<file path="config.mk">
export PLATFORM = sky130hd
export DESIGN_NAME = clkbank_top
export DESIGN_NICKNAME = d
export VERILOG_FILES = /design/src/rtl/clkbank_pkg.sv /design/src/rtl/clkbank_ctrl.sv /design/src/rtl/clkbank_data.sv /design/src/rtl/clkbank_top.sv
export SDC_FILE = /design/constraint.sdc
export NUM_CORES = 1
export LEC_CHECK = 0
export BUFFER_PORTS_ARGS = -buffer_cell sky130_fd_sc_hd__buf_4
export CAP_MARGIN = 20
export CORE_MARGIN = 2
export CORE_UTILIZATION = 50
export CTS_BUF_LIST = sky130_fd_sc_hd__clkbuf_8
export CTS_CLUSTER_DIAMETER = 100
export DETAILED_ROUTE_END_ITERATION = 16
export MAX_ROUTING_LAYER = met4
export PLACE_DENSITY = 0.91
export SYNTH_ARGS = -nofsm -noshare
export SYNTH_HDL_FRONTEND = slang
export SYNTH_SLANG_ARGS = --single-unit
</file>
<file path="constraint.sdc">
create_clock -name clk -period 2.1 [get_ports clk]
set_input_delay 0.105 -clock clk [delete_from_list [all_inputs] [get_ports clk]]
set_output_delay 0.105 -clock clk [all_outputs]
set_load 0.01 [all_outputs]
</file>
<file path="src/rtl/clkbank_pkg.sv">
package clkbank_pkg;
  localparam int DATA_W = 32;
  localparam int MUL_W  = 15;
  localparam int DIV_W  = 8;
  localparam int DIV_LSB = 16;
  localparam int EN_BIT   = 24;
  localparam int CONN_BIT = 25;
  localparam int LOCK_BIT = 26;
  localparam logic [DATA_W-1:0] KEY_FIRST  = 32'h0000_00AA;
  localparam logic [DATA_W-1:0] KEY_SECOND = 32'h0000_0055;

  typedef struct packed {
    logic wrCtrl;
    logic wrCfg;
    logic commit;
    logic rdCtrl;
    logic rdCfg;
    logic rdStat;
  } bankStrobes_t;
endpackage

</file>
<file path="src/rtl/clkbank_ctrl.sv">
module clkbank_ctrl
  import clkbank_pkg::*;
#(
  parameter int ADDR_W = 4
) (
  input  logic              clk,
  input  logic              rstN,
  input  logic [ADDR_W-1:0] busAddr,
  input  logic              busWrite,
  input  logic [DATA_W-1:0] busWdata,
  input  logic              busRead,
  output bankStrobes_t      strobes
);
  localparam logic [ADDR_W-1:0] OFS_CTRL = ADDR_W'(4'h0);
  localparam logic [ADDR_W-1:0] OFS_CFG  = ADDR_W'(4'h4);
  localparam logic [ADDR_W-1:0] OFS_STAT = ADDR_W'(4'h8);
  localparam logic [ADDR_W-1:0] OFS_FEED = ADDR_W'(4'hC);

  logic armed;
  logic anyAccess;
  logic feedWrite;
  logic keyOne;
  logic keyTwo;

  assign anyAccess = busWrite | busRead;
  assign feedWrite = busWrite && (busAddr == OFS_FEED);
  assign keyOne    = feedWrite && (busWdata == KEY_FIRST);
  assign keyTwo    = feedWrite && (busWdata == KEY_SECOND);

  always_comb begin
    strobes        = '0;
    strobes.wrCtrl = busWrite && (busAddr == OFS_CTRL);
    strobes.wrCfg  = busWrite && (busAddr == OFS_CFG);
    strobes.commit = armed && keyTwo && !busRead;
    strobes.rdCtrl = busRead && (busAddr == OFS_CTRL);
    strobes.rdCfg  = busRead && (busAddr == OFS_CFG);
    strobes.rdStat = busRead && (busAddr == OFS_STAT);
  end

  always_ff @(posedge clk or negedge rstN) begin
    if (!rstN) begin
      armed <= 1'b0;
    end else if (anyAccess) begin
      armed <= keyOne && !busRead;
    end
  end

  AST_WRITE_EXCLUSIVE: assert property (@(posedge clk) disable iff (!rstN)
    $onehot0({strobes.wrCtrl, strobes.wrCfg, strobes.commit}));
  AST_READ_CANCELS: assert property (@(posedge clk) disable iff (!rstN)
    busRead |=> !strobes.commit);
  AST_COMMIT_AFTER_KEY: assert property (@(posedge clk) disable iff (!rstN)
    (anyAccess && !keyOne) |=> !strobes.commit);
endmodule

</file>
<file path="src/rtl/clkbank_data.sv">
module clkbank_data
  import clkbank_pkg::*;
#(
  parameter int SYNC_STAGES = 2
) (
  input  logic              clk,
  input  logic              rstN,
  input  bankStrobes_t      strobes,
  input  logic [DATA_W-1:0] busWdata,
  input  logic              pllLockIn,
  output logic [DATA_W-1:0] busRdata,
  output logic              pllEnable,
  output logic              pllConnect,
  output logic [MUL_W-1:0]  pllMult,
  output logic [DIV_W-1:0]  pllDiv
);
  localparam int DIV_MSB = DIV_LSB + DIV_W - 1;

  logic             holdEn, holdConn, shEn, shConn;
  logic [MUL_W-1:0] holdMul, shMul;
  logic [DIV_W-1:0] holdDiv, shDiv;
  logic [SYNC_STAGES-1:0] lockPipe;
  logic             lockSync;

  always_ff @(posedge clk or negedge rstN) begin
    if (!rstN) begin
      holdEn   <= 1'b0;
      holdConn <= 1'b0;
      holdMul  <= '0;
      holdDiv  <= '0;
    end else begin
      if (strobes.wrCtrl) begin
        holdEn   <= busWdata[0];
        holdConn <= busWdata[1];
      end
      if (strobes.wrCfg) begin
        holdMul <= busWdata[MUL_W-1:0];
        holdDiv <= busWdata[DIV_MSB:DIV_LSB];
      end
    end
  end

  always_ff @(posedge clk or negedge rstN) begin
    if (!rstN) begin
      shEn   <= 1'b0;
      shConn <= 1'b0;
      shMul  <= '0;
      shDiv  <= '0;
    end else if (strobes.commit) begin
      shEn   <= holdEn;
      shConn <= holdConn;
      shMul  <= holdMul;
      shDiv  <= holdDiv;
    end
  end

  generate
    if (SYNC_STAGES == 1) begin : g_sync1
      always_ff @(posedge clk or negedge rstN) begin
        if (!rstN) lockPipe <= '0;
        else       lockPipe <= pllLockIn;
      end
    end else begin : g_syncN
      always_ff @(posedge clk or negedge rstN) begin
        if (!rstN) lockPipe <= '0;
        else       lockPipe <= {lockPipe[SYNC_STAGES-2:0], pllLockIn};
      end
    end
  endgenerate
  assign lockSync = lockPipe[SYNC_STAGES-1];

  assign pllEnable  = shEn;
  assign pllConnect = shEn & shConn & lockSync;
  assign pllMult    = shMul;
  assign pllDiv     = shDiv;

  always_comb begin
    busRdata = '0;
    if (strobes.rdCtrl) begin
      busRdata[0] = holdEn;
      busRdata[1] = holdConn;
    end
    if (strobes.rdCfg) begin
      busRdata[MUL_W-1:0]      = holdMul;
      busRdata[DIV_MSB:DIV_LSB] = holdDiv;
    end
    if (strobes.rdStat) begin
      busRdata[MUL_W-1:0]      = shMul;
      busRdata[DIV_MSB:DIV_LSB] = shDiv;
      busRdata[EN_BIT]         = shEn;
      busRdata[CONN_BIT]       = shConn;
      busRdata[LOCK_BIT]       = lockSync;
    end
  end

  AST_SHADOW_HELD: assert property (@(posedge clk) disable iff (!rstN)
    !strobes.commit |=> $stable({shEn, shConn, shMul, shDiv}));
  AST_COMMIT_COPY: assert property (@(posedge clk) disable iff (!rstN)
    strobes.commit |=> (pllMult == $past(holdMul)) && (pllDiv == $past(holdDiv)));
endmodule

</file>
<file path="src/rtl/clkbank_top.sv">
module clkbank_top
  import clkbank_pkg::*;
#(
  parameter int ADDR_W      = 4,
  parameter int SYNC_STAGES = 2
) (
  input  logic              clk,
  input  logic              rstN,
  input  logic [ADDR_W-1:0] busAddr,
  input  logic              busWrite,
  input  logic [DATA_W-1:0] busWdata,
  input  logic              busRead,
  output logic [DATA_W-1:0] busRdata,
  input  logic              pllLockIn,
  output logic              pllEnable,
  output logic              pllConnect,
  output logic [MUL_W-1:0]  pllMult,
  output logic [DIV_W-1:0]  pllDiv
);
  bankStrobes_t strobes;

  clkbank_ctrl #(.ADDR_W(ADDR_W)) u_ctrl (
    .clk(clk), .rstN(rstN), .busAddr(busAddr), .busWrite(busWrite),
    .busWdata(busWdata), .busRead(busRead), .strobes(strobes)
  );

  clkbank_data #(.SYNC_STAGES(SYNC_STAGES)) u_data (
    .clk(clk), .rstN(rstN), .strobes(strobes), .busWdata(busWdata),
    .pllLockIn(pllLockIn), .busRdata(busRdata), .pllEnable(pllEnable),
    .pllConnect(pllConnect), .pllMult(pllMult), .pllDiv(pllDiv)
  );

  AST_CONNECT_NEEDS_ENABLE: assert property (@(posedge clk) disable iff (!rstN)
    pllConnect |-> pllEnable);
  AST_STATUS_TRACKS_ENABLE: assert property (@(posedge clk) disable iff (!rstN)
    (busRead && busAddr == 4'h8) |-> (busRdata[EN_BIT] == pllEnable));
  AST_STATUS_TRACKS_MULT: assert property (@(posedge clk) disable iff (!rstN)
    (busRead && busAddr == 4'h8) |-> (busRdata[MUL_W-1:0] == pllMult));
endmodule

</file>
==> out/metrics.cfg, run 1 <==
[cts]
cts_tree = built
numCtsBuffers = 5
clk_latency_ns = 0.30
cts_resized = 0
clock_path_buffers = 2
clk_pin_slew_ns = 0.09
clock-sinks = 53
htreeDepth = 2
cts-root-buf = clkbuf_8

[route]
wire_per_inst_um = 16.3
dr.pass1.iters = 4
route.detailed.drc = 0
met1_length_mm = 2.27
top_layer_used = met4
vias = 1831
postRouteAntennaNets = 0
met2_length_mm = 2.89
wl_met3_um = 318
routed_wl_mm = 5.59
drtIter0Drc = 108
via_per_inst = 5.35

[setup_path]
r2r-end = u_data.pllMult[12]
critPathSlowestCell = mux2_2
crit_type = reg -> reg
reg2reg_depth = 5
start_kind = flop
critPathRequiredTime_ns = 2.29
arrival_ns = 1.84
reg2reg_from = u_ctrl.armed
end_kind = flop
rrSetupSlack_ns = 0.45
slowest_delay_ns = 0.35
path_max_fanout = 18
path_cells = and4bb_1 -> nand4b_1 -> nor3_4 -> buf_12 -> mux2_2
path_buf_inv = 1
startpoint = u_ctrl.armed
cp_top_family = simple AND/OR/NAND/NOR gates

[sta]
maxSlewViolCount = 0
grt_setup_unrepaired = false
worstMarginPinSlew_ns = 0.658
holdWs_ns = 0.0379
period_share_pct = 78.8
maxSlewHeadroom_pct = 56.2
setup_viol = 0
skew_ns = 0.00478
period_needed_ns = 1.65
max_freq_mhz = 605
setup_tns_ns = 0
finalHoldViolCount = 0

[synthesis]
syn_avg_cell_area_um2 = 13.6
ys_warn_count = 0
ys_seq_elements = 53
yosys.area.top_type_share_pct = 54.4
syn_inst = 179
synth_area_um2 = 2440
synth_top_area_cell = dfrtp_1
synth_ff_type = dfrtp_1
synth_edf_count = 0
yosysSeqAreaShare_pct = 54.4
ys_async_sr_fraction_pct = 100
yosysUniqueCellTypes = 26
ys_top_cells_by_area = dfrtp_1 (54%), mux2_2 (23%), a22o_1 (7.5%)

[floorplanning]
ios = 98
start_util_pct = 51.6
rows = 25
die_w_um = 73.8
dieHeight_um = 73.8
die_area_um2 = 5450
core_um2 = 4720

[layout]
syn_to_final_growth_pct = 37.5
drive_gt1_share_pct = 57.8
layout_common_cells = buf_4 (96), dfrtp_1 (53), mux2_2 (50)
nets = 315
antenna_cells = 0
layout_commonest_cell = buf_4
fin_cells = 342
fillers = 347

[global_routing]
overflow = 0
grt_use_total_pct = 21.9
grt_max_degree = 54
grt_pass1_wl_mm = 8.68
antenna_found_initial = 0
grt_pass1_vias = 1824

[hold_path]
hp-class = in -> reg
hp-start = busWdata[9]
hold-path-cell-count = 2
min_to = u_data.holdMul[9]

[pwr]
vdd_drop_max_v = 0.000500
p_leak_nw = 1.70
power.density_nw_per_um2 = 677

[outcome]
status = finished clean

[placed_design]
dp_cells = 332
io_buffers = 91
gp_congestion = 0.799
dp_hpwl_mm = 4.14

[run]
maxCapViolCount = 0

## metrics by stage
step           power (mW)  util [%]  area [um2]  setup slack [ns]
3_3_place_gp         1.47      67.7        3200             0.153
3_5_place_dp         1.49      67.7        3200             0.198
2_1_floorplan        1.35         -        2460             0.486
6_report             2.27      71.0        3350             0.446
4_1_cts              2.29      71.0        3350             0.423
5_1_grt              2.38      71.0        3350             0.326
## worst register-to-register path, stage by stage, from the launching register on
cell and delay (ns):
dfrtp_1 0.34, and4bb_1 0.20, nand4b_1 0.18, nor3_4 0.27
buf_12 0.19, mux2_2 0.36
## what timing repair did
item | in CTS | in global routing
endpoints found under the hold margin | 54 | 0
hold buffers | 2 | 0
setup buffers | 0 | 0
## report_power, final
part | switching [mW] | total, mW | internal [mW]
Combinational | 0.0948 | 0.250 | 0.155
Clock | 0.328 | 0.801 | 0.473
Sequential | 0.0865 | 1.22 | 1.13
Total | 0.509 | 2.27 | 1.76
## cells in the mapped netlist (3+ instances only)
library cell,count
nor4_1,7
nand2_1,4
and2_1,5
dfrtp_1,53
mux2_2,50
buf_2,3
a22o_1,21
buf_4,6
clkbuf_1,6
## worst max path at each step
stage / cells after the start / slack, ns / end
6_report: 5 / 0.45 / u_data.pllMult[12]
5_1_grt: 5 / 0.33 / u_data.shConn
4_1_cts: 5 / 0.42 / u_data.pllMult[12]
3_5_place_dp: 6 / 0.20 / u_data.pllMult[12]
3_3_place_gp: 6 / 0.15 / u_data.pllMult[3]
2_1_floorplan: 5 / 0.49 / u_data.pllDiv[1]
## routing by layer
metal	up-vias	global-route usage, %
li1	842	-
met1	900	26.7
met2	78	36.7
met3	11	4.80
met4	0	6.46
met5	-	-
## state kept, by name (all words and copies together) (netlist names)
signal            flops
u_data.holdDiv        8
u_data.holdEn         1
u_data.holdMul       15
u_data.holdConn       1
u_data.pllDiv         8
u_ctrl.armed          1
u_data.lockPipe       2
u_data.pllMult       15
u_data.shConn         1
u_data.pllEnable      1
## cells by family after synthesis
logic type             share of synthesized area (%)
AOI/OAI and AO/OA                               8.47
buffers and inverters                           4.31
DFF                                             54.4
muxes                                           23.1
other                                          0.154
and+or+nand+nor                                 9.59
## final cells by class
class / count / area, um2 / area share, %
clock buffer: 5 / 68.8 / 2.05
clock inverter: 3 / 65.1 / 1.94
multi-input combinational: 114 / 1030 / 30.7
sequential: 53 / 1330 / 39.6
tap: 67 / 83.8 / 2.50
timing repair buffer: 100 / 781 / 23.3
No activity file was read; power rests on OpenSTA's default activity.
==> inputs of run 2 (changes only) <==
--- a/config.mk
+++ b/config.mk
@@ -5,15 +5,16 @@
 export SDC_FILE = /design/constraint.sdc
 export NUM_CORES = 1
 export LEC_CHECK = 0
+export ABC_AREA = 1
 export BUFFER_PORTS_ARGS = -buffer_cell sky130_fd_sc_hd__buf_4
 export CAP_MARGIN = 20
 export CORE_MARGIN = 2
-export CORE_UTILIZATION = 50
+export CORE_UTILIZATION = 46
 export CTS_BUF_LIST = sky130_fd_sc_hd__clkbuf_8
 export CTS_CLUSTER_DIAMETER = 100
 export DETAILED_ROUTE_END_ITERATION = 16
 export MAX_ROUTING_LAYER = met4
-export PLACE_DENSITY = 0.91
+export PLACE_DENSITY = 0.87
 export SYNTH_ARGS = -nofsm -noshare
 export SYNTH_HDL_FRONTEND = slang
 export SYNTH_SLANG_ARGS = --single-unit
==> constraint.sdc (replaced) <==
create_clock -name clk -period 1.34 [get_ports clk]
set_input_delay 0.067 -clock clk [delete_from_list [all_inputs] [get_ports clk]]
set_output_delay 0.067 -clock clk [all_outputs]
set_load 0.01 [all_outputs]
==> run 2 against run 1 <==
Against the previous run:
- synthesized cell count increased by 73%
- total power up 45%
- routed wire length is 30% higher
- area after synthesis increased by 9.2%
- non-clock buffer count grew 11
- sequential cell count unchanged
- critical endpoint is now u_data.pllMult[4]
- largest cell class unchanged
- highest routed layer unchanged
==> out/metrics.cfg, run 2 <==
[outcome]
status = finished clean

[cts]
htreeDepth = 2
clk_pin_slew_ns = 0.09
cts-root-buf = clkbuf_8
clock_path_buffers = 2
numCtsBuffers = 5
cts_tree = built
clk_latency_ns = 0.30
clock-sinks = 53

[layout]
finalInstanceArea_um2 = 3680
fin_cells = 488
nets = 456
layout_commonest_cell = buf_4
layout_common_cells = buf_4 (100), nand2_1 (85), dfrtp_1 (53)
antenna_cells = 0
postLayoutCoreUtil_pct = 66.5
syn_to_final_growth_pct = 38.3
drive_gt1_share_pct = 34.1

[pwr]
p_leak_nw = 2.02
power.density_nw_per_um2 = 893
power_mw = 3.29
vdd_drop_max_v = 0.000504

[global_routing]
antenna_found_initial = 0
grt_pass1_wl_mm = 11.5
grt_use_total_pct = 23.6
grt_max_degree = 54
overflow = 0
grt_pass1_vias = 2483

[placed_design]
gp_congestion = 0.833
dp_hpwl_mm = 5.15
dp_cells = 470
dpl_worst_slack_ns = -0.0482
io_buffers = 91
dpl_cell_area_um2 = 3440

[floorplanning]
rows = 27
ios = 98
die_area_um2 = 6410
dieHeight_um = 80.1
start_util_pct = 48.1
die_w_um = 80.1
core_um2 = 5540

[setup_path]
r2r-end = u_data.pllMult[4]
start_kind = flop
rrSetupSlack_ns = 0.05
reg2reg_depth = 7
end_kind = flop
arrival_ns = 1.49
crit_type = reg -> reg
reg2reg_from = u_ctrl.armed
critPathRequiredTime_ns = 1.53
path_max_fanout = 6

[synthesis]
synth_edf_count = 0
ys_warn_count = 0
ys_seq_elements = 53
ys_async_sr_fraction_pct = 100
synth_area_um2 = 2660
synth_top_area_cell = dfrtp_1
syn_inst = 309
synth_commonest_cells = nand2_1 (93), dfrtp_1 (53), nand3_1 (30), nor2_1 (26), inv_1 (22)
syn_avg_cell_area_um2 = 8.62
synth.most_common_cell = nand2_1
synth_ff_type = dfrtp_1
yosysSeqAreaShare_pct = 49.8
ys_top_cells_by_area = dfrtp_1 (50%), nand2_1 (13%), a22o_1 (6.9%)
yosys.area.top_type_share_pct = 49.8
yosysUniqueCellTypes = 22

[sta]
skew_ns = 0.00132
maxSlewHeadroom_pct = 55.7
period_share_pct = 96.6
grt_setup_unrepaired = true
worstMarginPinSlew_ns = 0.665
finalWorstSetupSlack_ns = 0.0458
maxSlewViolCount = 0
max_freq_mhz = 773
holdWs_ns = 0.0108
setup_tns_ns = 0
setup_viol = 0
finalHoldViolCount = 0
period_needed_ns = 1.29

[route]
via_per_inst = 5.20
dr.pass1.iters = 5
postRouteAntennaNets = 0
route.detailed.drc = 0
vias = 2540
wire_per_inst_um = 14.8
routed_wl_mm = 7.24
drtIter0Drc = 305

[hold_path]
hold-path-cell-count = 2
min_to = u_data.holdMul[9]
hp-class = in -> reg
hp-start = busWdata[9]

[run]
maxCapViolCount = 0

-- run 2: layout make-up --
type / count / area (um2)
Multi-Input combinational cell: 216 / 1180
Timing Repair Buffer: 111 / 882
Sequential cell: 53 / 1330
Clock inverter: 1 / 5.00
Tap cell: 72 / 90.1
Clock buffer: 7 / 96.3
Inverter: 28 / 105
Fill cell: 451 / 1860
-- run 2: worst max-delay path: stages, from the launching register on --
cell and delay, ns:
dfrtp_1 0.37, inv_1 0.05, nor2_2 0.11, nand2_2 0.08, nor2_4 0.18, nand3_2 0.21
nand2_1 0.14, nand2_1 0.05
-- run 2: cell families after synthesis --
kind of cell           count (synthesis)  share of synthesized area, %
AO/OA/AOI/OAI                         36                          9.73
buffers and inverters                 47                          8.83
flip-flops                            53                          49.8
multiplexers                          10                          4.23
other                                  1                         0.141
AND/OR/NAND/NOR                      162                          27.3
-- run 2: how the worst max path moves through the flow --
stage	start	endpoint	cells past startpoint
after global routing	u_ctrl.armed	u_data.pllMult[5]	7
after CTS	u_ctrl.armed	u_data.pllMult[3]	7
final	u_ctrl.armed	u_data.pllMult[4]	7
after global placement	u_ctrl.armed	u_data.pllDiv[0]	7
after floorplan	u_ctrl.armed	u_data.pllMult[0]	8
after detailed placement	u_ctrl.armed	u_data.pllMult[9]	7
-- run 2: where the power goes --
group	internal, mW	switching (mW)
registers	1.76	0.141
clock network	0.468	0.494
logic	0.217	0.204
total	2.45	0.840
-- run 2: what timing repair did --
action                                  in CTS  in global routing
cloned                                       1                  1
resized for setup                            3                 10
hold endpoints to repair                    59                  1
hold buffers                                 7                  1
buffers inserted                             0                  0
endpoints found under the setup margin      25                 25
pin swaps                                    1                  1
-- run 2: layer usage --
| layer | up-vias | share of wire, % | track usage [%] |
|---|---|---|---|
| met1 | 1216 | 40 | 29.2 |
| met5 | - | 0 | - |
| li1 | 1206 | - | - |
| met3 | 18 | 6.8 | 4.94 |
| met4 | 0 | 1.7 | 6.78 |
| met2 | 100 | 52 | 39.4 |
